**config.mk**
```make
export PLATFORM = sky130hd
export DESIGN_NAME = i3c_sdr_frame_engine
export DESIGN_NICKNAME = d
export VERILOG_FILES = /design/src/rtl/i3c_sdr_pkg.sv /design/src/rtl/sdr_phase_timer.sv /design/src/rtl/sdr_bit_shifter.sv /design/src/rtl/sdr_pad_ctrl.sv /design/src/rtl/i3c_sdr_frame_engine.sv
export SDC_FILE = /design/constraint.sdc
export NUM_CORES = 1
export LEC_CHECK = 0
export BUFFER_PORTS_ARGS = -buffer_cell sky130_fd_sc_hd__clkbuf_2
export CORE_ASPECT_RATIO = 1.5
export CORE_UTILIZATION = 30
export CTS_CLUSTER_DIAMETER = 150
export DETAILED_ROUTE_END_ITERATION = 10
export SYNTH_ARGS = -nofsm -noshare
export SYNTH_HDL_FRONTEND = slang
export SYNTH_HIERARCHICAL = 1
export SYNTH_SLANG_ARGS = --single-unit
```
**constraint.sdc**
```tcl
create_clock -name clk -period 3.1 [get_ports clk]
set_input_delay 0.62 -clock clk [delete_from_list [all_inputs] [get_ports clk]]
set_output_delay 0.62 -clock clk [all_outputs]
set_load 0.01 [all_outputs]
```
**src/rtl/i3c_sdr_pkg.sv**
```systemverilog
package i3c_sdr_pkg;

   // Bus phase of the frame engine.
   typedef enum logic [1:0] {
      PH_IDLE = 2'd0,
      PH_LOW  = 2'd1,
      PH_HIGH = 2'd2
   } phase_e;

   // Pin-level drive bundle.
   typedef struct packed {
      logic scl;
      logic sda_val;
      logic sda_en;
      logic od_pull;
   } pad_t;

endpackage

```
**src/rtl/sdr_phase_timer.sv**
```systemverilog
module sdr_phase_timer #(
   parameter int CNT_W = 8
) (
   input  logic             clk,
   input  logic             rst_n,
   input  logic             load,
   input  logic [CNT_W-1:0] load_val,
   output logic             expired
);

   logic [CNT_W-1:0] cnt_q;

   always_ff @(posedge clk or negedge rst_n) begin
      if (!rst_n) begin
         cnt_q <= '0;
      end else if (load) begin
         cnt_q <= load_val;
      end else if (cnt_q != '0) begin
         cnt_q <= cnt_q - 1'b1;
      end
   end

   // A phase loaded with N lasts N+1 cycles.
   assign expired = (cnt_q == '0);

endmodule

```
**src/rtl/sdr_bit_shifter.sv**
```systemverilog
module sdr_bit_shifter #(
   parameter int DATA_W     = 8,
   parameter bit ODD_PARITY = 1'b1
) (
   input  logic              clk,
   input  logic              rst_n,
   input  logic              start,
   input  logic              start_read,
   input  logic [DATA_W-1:0] start_data,
   input  logic              sample,
   input  logic              advance,
   input  logic              sda_in,
   output logic              is_tbit,
   output logic              tx_bit,
   output logic              rd_mode,
   output logic [DATA_W-1:0] rx_byte,
   output logic              rx_tbit
);

   localparam int IDX_W = $clog2(DATA_W + 1);
   localparam logic [IDX_W-1:0] TBIT_IDX = IDX_W'(DATA_W);

   logic [DATA_W-1:0] tx_sh_q;
   logic [DATA_W-1:0] rx_sh_q;
   logic [IDX_W-1:0]  idx_q;
   logic              rd_q;
   logic              par_q;
   logic              tb_q;
   logic              par_in;

   // Parity flavour chosen at elaboration.
   if (ODD_PARITY) begin : g_odd_par
      assign par_in = ~(^start_data);
   end else begin : g_even_par
      assign par_in = ^start_data;
   end

   always_ff @(posedge clk or negedge rst_n) begin
      if (!rst_n) begin
         tx_sh_q <= '0;
         rx_sh_q <= '0;
         idx_q   <= '0;
         rd_q    <= 1'b0;
         par_q   <= 1'b0;
         tb_q    <= 1'b0;
      end else begin
         if (start) begin
            tx_sh_q <= start_data;
            idx_q   <= '0;
            rd_q    <= start_read;
            par_q   <= par_in;
         end else if (advance) begin
            idx_q   <= idx_q + 1'b1;
            tx_sh_q <= {tx_sh_q[DATA_W-2:0], 1'b0};
         end
         if (sample && rd_q) begin
            if (is_tbit) begin
               tb_q <= sda_in;
            end else begin
               rx_sh_q <= {rx_sh_q[DATA_W-2:0], sda_in};
            end
         end
      end
   end

   assign is_tbit = (idx_q == TBIT_IDX);
   assign tx_bit  = is_tbit ? par_q : tx_sh_q[DATA_W-1];
   assign rd_mode = rd_q;
   assign rx_byte = rx_sh_q;
   assign rx_tbit = tb_q;

endmodule

```
**src/rtl/sdr_pad_ctrl.sv**
```systemverilog
module sdr_pad_ctrl
   import i3c_sdr_pkg::*;
(
   input  phase_e phase,
   input  logic   rd_mode,
   input  logic   is_tbit,
   input  logic   tx_bit,
   output pad_t   pad
);

   logic active;

   always_comb begin
      active      = (phase != PH_IDLE);
      pad.scl     = (phase == PH_HIGH);
      // Writes: push-pull for data and parity.
      pad.sda_en  = active & ~rd_mode;
      pad.sda_val = active & ~rd_mode & tx_bit;
      // Reads: released; strong pull-up only for the transition bit.
      pad.od_pull = active & rd_mode & is_tbit;
   end

endmodule

```
**src/rtl/i3c_sdr_frame_engine.sv**
```systemverilog
module i3c_sdr_frame_engine
   import i3c_sdr_pkg::*;
#(
   parameter int DATA_W     = 8,
   parameter int CNT_W      = 8,
   parameter bit ODD_PARITY = 1'b1
) (
   input  logic              clk,
   input  logic              rst_n,
   input  logic [CNT_W-1:0]  cfg_scl_high,
   input  logic [CNT_W-1:0]  cfg_scl_low,
   input  logic              cmd_valid,
   output logic              cmd_ready,
   input  logic              cmd_read,
   input  logic              cmd_stop_req,
   input  logic [DATA_W-1:0] cmd_wdata,
   output logic              rsp_valid,
   output logic [DATA_W-1:0] rsp_rdata,
   output logic              rsp_more,
   output logic              rsp_done,
   output logic              rsp_early_term,
   output logic              scl_o,
   output logic              sda_o,
   output logic              sda_oe,
   input  logic              sda_i,
   output logic              od_pullup_en
);

   if (DATA_W < 2) begin : g_bad_data_w
      $error("DATA_W must be at least 2");
   end
   if (CNT_W < 1) begin : g_bad_cnt_w
      $error("CNT_W must be at least 1");
   end

   phase_e            phase_q, phase_d;
   logic [CNT_W-1:0]  hi_q, lo_q;
   logic              stop_q;
   logic              accept;
   logic              tmr_load, tmr_exp;
   logic [CNT_W-1:0]  tmr_val;
   logic              smp, adv, frame_end;
   logic              is_tbit, tx_bit, rd_mode, rx_tbit;
   logic [DATA_W-1:0] rx_byte;
   pad_t              pad;

   assign cmd_ready = (phase_q == PH_IDLE);
   assign accept    = cmd_ready & cmd_valid;
   assign smp       = (phase_q == PH_LOW) & tmr_exp;
   assign adv       = (phase_q == PH_HIGH) & tmr_exp & ~is_tbit;
   assign frame_end = (phase_q == PH_HIGH) & tmr_exp & is_tbit;

   always_comb begin
      phase_d  = phase_q;
      tmr_load = 1'b0;
      tmr_val  = lo_q;
      case (phase_q)
         PH_IDLE: begin
            if (cmd_valid) begin
               phase_d  = PH_LOW;
               tmr_load = 1'b1;
               tmr_val  = cfg_scl_low;
            end
         end
         PH_LOW: begin
            if (tmr_exp) begin
               phase_d  = PH_HIGH;
               tmr_load = 1'b1;
               tmr_val  = hi_q;
            end
         end
         PH_HIGH: begin
            if (tmr_exp) begin
               tmr_load = 1'b1;
               tmr_val  = lo_q;
               phase_d  = is_tbit ? PH_IDLE : PH_LOW;
            end
         end
         default: phase_d = PH_IDLE;
      endcase
   end

   always_ff @(posedge clk or negedge rst_n) begin
      if (!rst_n) begin
         phase_q <= PH_IDLE;
         hi_q    <= '0;
         lo_q    <= '0;
         stop_q  <= 1'b0;
      end else begin
         phase_q <= phase_d;
         if (accept) begin
            hi_q   <= cfg_scl_high;
            lo_q   <= cfg_scl_low;
            stop_q <= cmd_stop_req;
         end
      end
   end

   always_ff @(posedge clk or negedge rst_n) begin
      if (!rst_n) begin
         rsp_valid      <= 1'b0;
         rsp_rdata      <= '0;
         rsp_more       <= 1'b0;
         rsp_done       <= 1'b0;
         rsp_early_term <= 1'b0;
      end else begin
         rsp_valid      <= frame_end;
         rsp_rdata      <= (frame_end & rd_mode) ? rx_byte : '0;
         rsp_more       <= frame_end & rd_mode & rx_tbit;
         rsp_done       <= frame_end & rd_mode & ~rx_tbit;
         rsp_early_term <= frame_end & rd_mode & rx_tbit & stop_q;
      end
   end

   sdr_phase_timer #(.CNT_W(CNT_W)) u_timer (
      .clk      (clk),
      .rst_n    (rst_n),
      .load     (tmr_load),
      .load_val (tmr_val),
      .expired  (tmr_exp)
   );

   sdr_bit_shifter #(.DATA_W(DATA_W), .ODD_PARITY(ODD_PARITY)) u_shift (
      .clk        (clk),
      .rst_n      (rst_n),
      .start      (accept),
      .start_read (cmd_read),
      .start_data (cmd_wdata),
      .sample     (smp),
      .advance    (adv),
      .sda_in     (sda_i),
      .is_tbit    (is_tbit),
      .tx_bit     (tx_bit),
      .rd_mode    (rd_mode),
      .rx_byte    (rx_byte),
      .rx_tbit    (rx_tbit)
   );

   sdr_pad_ctrl u_pad (
      .phase   (phase_q),
      .rd_mode (rd_mode),
      .is_tbit (is_tbit),
      .tx_bit  (tx_bit),
      .pad     (pad)
   );

   assign scl_o        = pad.scl;
   assign sda_o        = pad.sda_val;
   assign sda_oe       = pad.sda_en;
   assign od_pullup_en = pad.od_pull;

endmodule

```
==> results of run 1 <==
==> final cells by class <==
type                       instances  area, um2  area share, %
sequential                        62       1550           43.2
tap                              115        144           4.00
timing repair buffer              49        253           7.03
multi-input combinational        171       1310           36.4
inverter                           8       37.5           1.04
clock buffer                      11        243           6.75
clock inverter                     5       58.8           1.64
==> metal layers <==
metal | wire length (um) | vias up | GRT usage [%]
met1 | 2410 | 983 | 13.9
li1 | - | 1001 | -
met4 | 197 | 0 | 8.19
met2 | 3040 | 49 | 21.1
met3 | 231 | 17 | 4.04
met5 | 0 | - | 0
==> worst paths after layout <==
path                                 endpoint              from  depth (start not counted)  slack [ns]
max                        u_shift/rx_byte[0]  u_timer/cnt_q[0]                          8        0.45
min                              rsp_rdata[2]             rst_n                          2        0.44
max reg2reg                u_shift/rx_byte[0]  u_timer/cnt_q[0]                          8        0.45
min reg2reg                          rsp_done   u_shift/rx_tbit                          1        0.47
max in group asynchronous             hi_q[3]             rst_n                          2        2.15
min in group clk                     rsp_done   u_shift/rx_tbit                          1        0.47
==> cell usage after synthesis (2+ instances only) <==
| library cell | instances |
|---|---|
| nand4_1 | 2 |
| nor3_1 | 3 |
| nand2_1 | 18 |
| and3_1 | 18 |
| nand3_1 | 3 |
| inv_1 | 7 |
| o31ai_1 | 3 |
| a21o_1 | 8 |
| nor2_1 | 14 |
| mux2_2 | 20 |
| nor4_1 | 2 |
| mux2i_1 | 9 |
| ha_1 | 7 |
| nor2b_1 | 2 |
| nor2_4 | 2 |
| a221o_1 | 8 |
| buf_2 | 2 |
| xnor2_1 | 9 |
| a22o_1 | 2 |
| or4_1 | 2 |
| xor2_1 | 2 |
| buf_6 | 3 |
| dfrtp_1 | 62 |
| o21ai_0 | 10 |
| a21oi_1 | 4 |
| clkbuf_1 | 2 |
==> power by group through the flow <==
stage,clock network (mW),logic (mW),registers (mW)
floorplan,0,0.706,1.21
global placement,0,0.863,1.26
detailed placement,0,0.879,1.27
CTS,1.02,0.882,1.26
global route,1.07,0.984,1.30
finish,0.999,0.874,1.26
==> registers in the layout (all words and copies together), names as in the netlist <==
name and cells:
rsp_early_term 1, lo_q 8, rsp_valid 1, u_shift/rd_mode 1, u_shift/rx_byte 8, phase_q 2, u_shift/idx_q 4, u_shift/par_q 1
u_timer/cnt_q 8, hi_q 8, rsp_rdata 8, stop_q 1, u_shift/tx_sh_q 8, rsp_more 1, u_shift/rx_tbit 1, rsp_done 1
==> metrics by stage <==
step	hold slack [ns]	total power, mW	std cells	util, %	cell area (um2)
finish	0.438	3.13	421	37.3	3590
global placement	0.449	2.13	405	34.2	3290
floorplan	0.324	1.91	250	-	2960
detailed placement	0.466	2.15	405	34.2	3290
global route	0.487	3.35	421	37.3	3590
CTS	0.473	3.17	421	37.3	3590
==> cell families after synthesis <==
family,after synthesis
and+or+nand+nor,78
DFF,62
AOI/OAI and AO/OA,45
muxes,30
buffers and inverters,17
xor gates and xnor gates,11
adders and majority gates,7
==> metrics.md, run 1 <==
| Metric | Value |
|---|---|
| Status | `complete, no violations` |
| Area growth, synth to finish | `21.4%` |
| Avg Synthesized Cell Area | `between 10 and 15 um2` |
| Final setup fails | `0` |
| ANT cells | `0` |
| Final Cycle Share | `85.4%` |
| Startpoint Class | `flop` |
| Drt pass-1 iters | `4` |
| Net switching power | `approximately 1.0 mW` |
| Share of cells above drive strength 1 | `31.7%` |
| Slew @ Worst Pin | `0.765 ns` |
| DR vias/cell | `around 4.9` |
| Largest net degree at the start of global routing | `63` |
| Pwr/cell area | `roughly 870 nW/um2` |
| CTS tree | `done` |
| Relative slew margins | `between 40% and 50%` |
| CP endpoint kind | `flop` |
| Synth warnings | `6` |
| CP Buf/Inv Count | `1` |
| Type of the worst setup path | `reg2reg` |
| Routability cong. | `approximately 0.77` |
| Cells along the critical path | `inv_1 -> ha_1 -> or3b_1 -> nor2_1 -> and2_4 -> nand2_1 -> nor2_4 -> mux2_2` |
| Initial antenna violation count | `0` |
| Post-Synth Simple-Gate Area | `between 10% and 20%` |
| Vias in the first global route | `2,061` |
| Net Count, Synth | `287` |
| Die Outline Area | `between 10,000 and 15,000 um2` |
| DP HPWL | `4.16 mm` |
| Sequential fraction of the synthesis area | `52.4%` |
| Leakage power | `1.74 nW` |
| Clk slew on worst S/H paths | `0.06 ns` |
| Async set-reset flop share out of synthesis | `100%` |
| CP delay by family, top | `simple AND/OR/NAND/NOR gates` |
| Row count | `between 40 and 50` |
| Worst Path Required | `approximately 3.3 ns` |
| Compound-gate portion of the synthesized area | `between 10% and 20%` |
| CP Max Fanout | `12` |
| XOR/XNOR share of the synthesized area | `3.25%` |
| WL/cell | `13.9 um` |
| Post-Synthesis Cells | `250` |
| Worst-skew pair later-pin latency | `0.34 ns` |
| GRT Total Usage | `12.6%` |
| Worst clock skew | `around 0.0078 ns` |
| Number of fill cells | `922` |
| Distinct cells, synth | `between 50 and 60` |
| Clk network pwr share | `31.9%` |
| Total gr overflow | `0` |
| Largest stage delay, worst path | `around 0.46 ns` |
| Combinational share of power | `around 28%` |
| Net Sw Frac | `~32%` |
| Post-synth EDFFs | `0` |
| RSZ-0062 raised after global routing | `false` |
| First-pass GRT wire length | `about 9.9 mm` |
| Port Buf Inserts | `46` |
| Yosys reg bits | `between 60 and 70` |
| P_int | `~2.1 mW` |
| Post-synth top area share | `52.4%` |
| Largest family of logic cells by synthesized area | `simple AND/OR/NAND/NOR gates` |
| NumNets Final | `between 300 and 400` |
| F_max | `~380 MHz` |
| Mux contribution to synthesized area | `11.2%` |
| Hold Violations, Final | `0` |
| Effective utilization at floorplan | `30.7%` |
| Most common cell after layout, fill and taps aside | `dfrtp_1` |
| # H-tree levels | `3` |
| Core region area | `slightly below 10,000 um2` |
| Die Y | `roughly 120 um` |
| Antenna Violating Nets Remaining | `0` |
| Post-Syn Area | `roughly 3000 um2` |
| Setup WS pre-CTS | `~0.45 ns` |
| CTS Buffer Depth | `2` |
| Worst path arrival time | `2.87 ns` |
| CTS sink cnt | `62` |
| Leading area contributor after synthesis | `dfrtp_1` |
| Sequential fraction of design power | `about two fifths` |
| Max stage delay cell, worst path | `or3b_1` |
| Setup_tns | `0 ns` |
| Final WL | `between 5 and 6 mm` |
| Synth Flop Type | `dfrtp_1` |
| CTS Buf Count | `9` |
| Horiz. Die Dim | `a little over 80 um` |
| First DRT Iteration DRCs | `between 80 and 90` |
| Max-cap violations | `0` |
| Max-slew violations | `0` |
| Clk root buf | `clkbuf_16` |
| DRC viols | `0` |
| DR vias | `between 2,000 and 2,500` |
| Synth area leaders | `dfrtp_1, mux2_2, and3_1, mux2i_1, ha_1` |
| Minimum clock period | `between 2 and 3 ns` |
| Setup Fix Bufs, Post-CTS | `0` |
| CTS Hold Buffers Added | `0` |
| Commonest non-fill, non-tap cells in the layout | `dfrtp_1, clkbuf_2, mux2_2` |
| Top Ports | `47` |
| Resized Gates After CTS | `0` |
| Adder-Cell Fraction of Synth Area | `under 10%` |
| VDD IR max | `around 400 uV` |
| Worst hold path type | `in2async` |
| Worst setup margin | `between 0.4 and 0.5 ns` |
(Power assumes the default switching activity.)
==> inputs of run 2 (changes only) <==
GPL_TIMING_DRIVEN = 0   (was not set)
PLACE_DENSITY = 0.46   (was not set)
==> metrics.md, run 2 (synthesis gave the netlist of run 1 again) <==
| Metric | Value |
|---|---|
| Clk root buf | `clkbuf_16` |
| Non-filler instance count after layout | `427 (+1.4%)` |
| CTS sink cnt | `62 (unchanged)` |
| CTS Buf Count | `9 (unchanged)` |
| CP delay by family, top | `simple AND/OR/NAND/NOR gates` |
| NumNets Final | `344 (+1.8%)` |
| Status | `complete, no violations` |
| VDD IR max | `439 uV (+10%)` |
| Minimum clock period | `2.79 ns (+0.142 ns)` |
| Commonest non-fill, non-tap cells in the layout | `dfrtp_1, clkbuf_2, mux2_2` |
| Hold Violations, Final | `0 (unchanged)` |
| DRC viols | `0 (unchanged)` |
| Vias in the first global route | `2,167 (+5.1%)` |
| Largest stage delay, worst path | `0.42 ns (-0.04 ns)` |
| Horiz. Die Dim | `83.1 um (unchanged)` |
| Clk slew on worst S/H paths | `0.06 ns (about the same)` |
| Routability cong. | `0.742 (-3.4%)` |
| Placed cells | `411 (+1.5%)` |
| CTS Buffer Depth | `2 (unchanged)` |
| GRT Total Usage | `14.1% (+1.5 points)` |
| First DRT Iteration DRCs | `71 (-12%)` |
| Pwr/cell area | `887 nW/um2 (+1.7%)` |
| Share of cells above drive strength 1 | `32.7% (+0.99 points)` |
| Type of the worst setup path | `reg2reg` |
| Setup WS pre-CTS | `0.136 ns (-0.319 ns)` |
| Port Buf Inserts | `45 (-2.2%)` |
| Most common cell after layout, fill and taps aside | `dfrtp_1` |
| WL/cell | `15.4 um (+11%)` |
| ANT cells | `0 (unchanged)` |
| Top Ports | `47 (unchanged)` |
| Worst hold path type | `in2async` |
| Final WL | `6.60 mm (+12%)` |
| DP HPWL | `4.53 mm (+9.0%)` |
| Design Area, Final | `3690 um2 (+2.6%)` |
| Slew @ Worst Pin | `0.557 ns (-0.209 ns)` |
| Drt pass-1 iters | `4 (unchanged)` |
| Setup_tns | `0 ns (unchanged)` |
| DR vias/cell | `4.93 (+1.1%)` |
| CP Buf/Inv Count | `3 (+2)` |
| Max-slew violations | `0 (unchanged)` |
| Relative slew margins | `62.6% (+14 points)` |
| # H-tree levels | `3 (unchanged)` |
| First-pass GRT wire length | `11.0 mm (+11%)` |
| Worst setup margin | `0.309 ns (-0.142 ns)` |
| Largest net degree at the start of global routing | `41 (-35%)` |
| CTS Hold Buffers Added | `0 (unchanged)` |
| Final Cycle Share | `90.0% (+4.6 points)` |
| Worst path arrival time | `3.00 ns (+0.13 ns)` |
| Startpoint Class | `flop` |
| RSZ-0062 raised after global routing | `false` |
| Hold Slack | `0.219 ns (-0.219 ns)` |
| Effective utilization at floorplan | `30.7% (unchanged)` |
| Initial antenna violation count | `0 (unchanged)` |
| Die Outline Area | `10,300 um2 (unchanged)` |
| Leakage power | `1.79 nW (+3.1%)` |
| DR vias | `2,103 (+2.6%)` |
| Antenna Violating Nets Remaining | `0 (unchanged)` |
| Area growth, synth to finish | `24.6%` |
| Total gr overflow | `0 (unchanged)` |
| CP Max Fanout | `11 (-1)` |
| CP endpoint kind | `flop` |
| Core region area | `9630 um2 (unchanged)` |
| F_max | `358 MHz (-5.1%)` |
| Worst-skew pair later-pin latency | `0.33 ns (about the same)` |
| Row count | `44 (unchanged)` |
| Post-DP Area | `3350 um2 (+1.8%)` |
| Worst clock skew | `0.00582 ns (-0.00202 ns)` |
| Final setup fails | `0 (unchanged)` |
| CTS tree | `done` |
| Fin util | `38.3% (+0.99 points)` |
| Max-cap violations | `0 (unchanged)` |
| Cells along the critical path | `inv_1 -> ha_1 -> or3b_1 -> clkbuf_2 -> nor2_2 -> and2_4 -> buf_6 -> nand2_1 -> nor2_4 -> mux2_2` |
| Worst Path Required | `3.31 ns (about the same)` |
| Total power | `3.27 mW (+4.4%)` |
| Die Y | `124 um (unchanged)` |
| Max stage delay cell, worst path | `dfrtp_1` |
[run 2: timing repair]
| item | in CTS | in global routing |
|---|---|---|
| gates resized for setup | 0 | 1 |
| buffers inserted | 0 | 0 |
| endpoints found under the setup margin | 0 | 8 |
[run 2: final cells by class]
cell class | instances | area, um2
Tap cell | 115 | 144
Fill cell | 953 | 5950
Multi-Input combinational cell | 171 | 1310
Clock inverter | 5 | 81.3
Buffer | 9 | 65.1
Inverter | 8 | 37.5
Sequential cell | 62 | 1550
Timing Repair Buffer | 46 | 248
Clock buffer | 11 | 253
[run 2: layer usage]
layer / up-vias / global-route usage, % / part of all wire (%)
li1: 1021 / - / -
met1: 1036 / 16.5 / 44
met2: 38 / 24.1 / 51
met3: 8 / 3.98 / 3.4
met4: 0 / 6.68 / 1.9
met5: - / 0 / 0
[run 2: path summary, 6_finish.rpt]
kind                       depth (start not counted)              from            endpoint  slack [ns]
max in group asynchronous                          2             rst_n  u_shift/rx_byte[0]        2.35
min in group clk                                   1           lo_q[5]             lo_q[5]        0.48
max reg2reg                                       10  u_timer/cnt_q[0]  u_shift/rx_byte[0]        0.31
max                                               10  u_timer/cnt_q[0]  u_shift/rx_byte[0]        0.31
min reg2reg                                        1           lo_q[5]             lo_q[5]        0.48
min                                                1             rst_n             hi_q[0]        0.22
[run 2: power breakdown]
group / total, mW / leakage, nW / internal, mW / switching, mW
combinational: 0.912 / 0.835 / 0.452 / 0.461
clock: 1.10 / 0.162 / 0.747 / 0.356
sequential: 1.26 / 0.795 / 1.05 / 0.206
total: 3.27 / 1.79 / 2.25 / 1.02
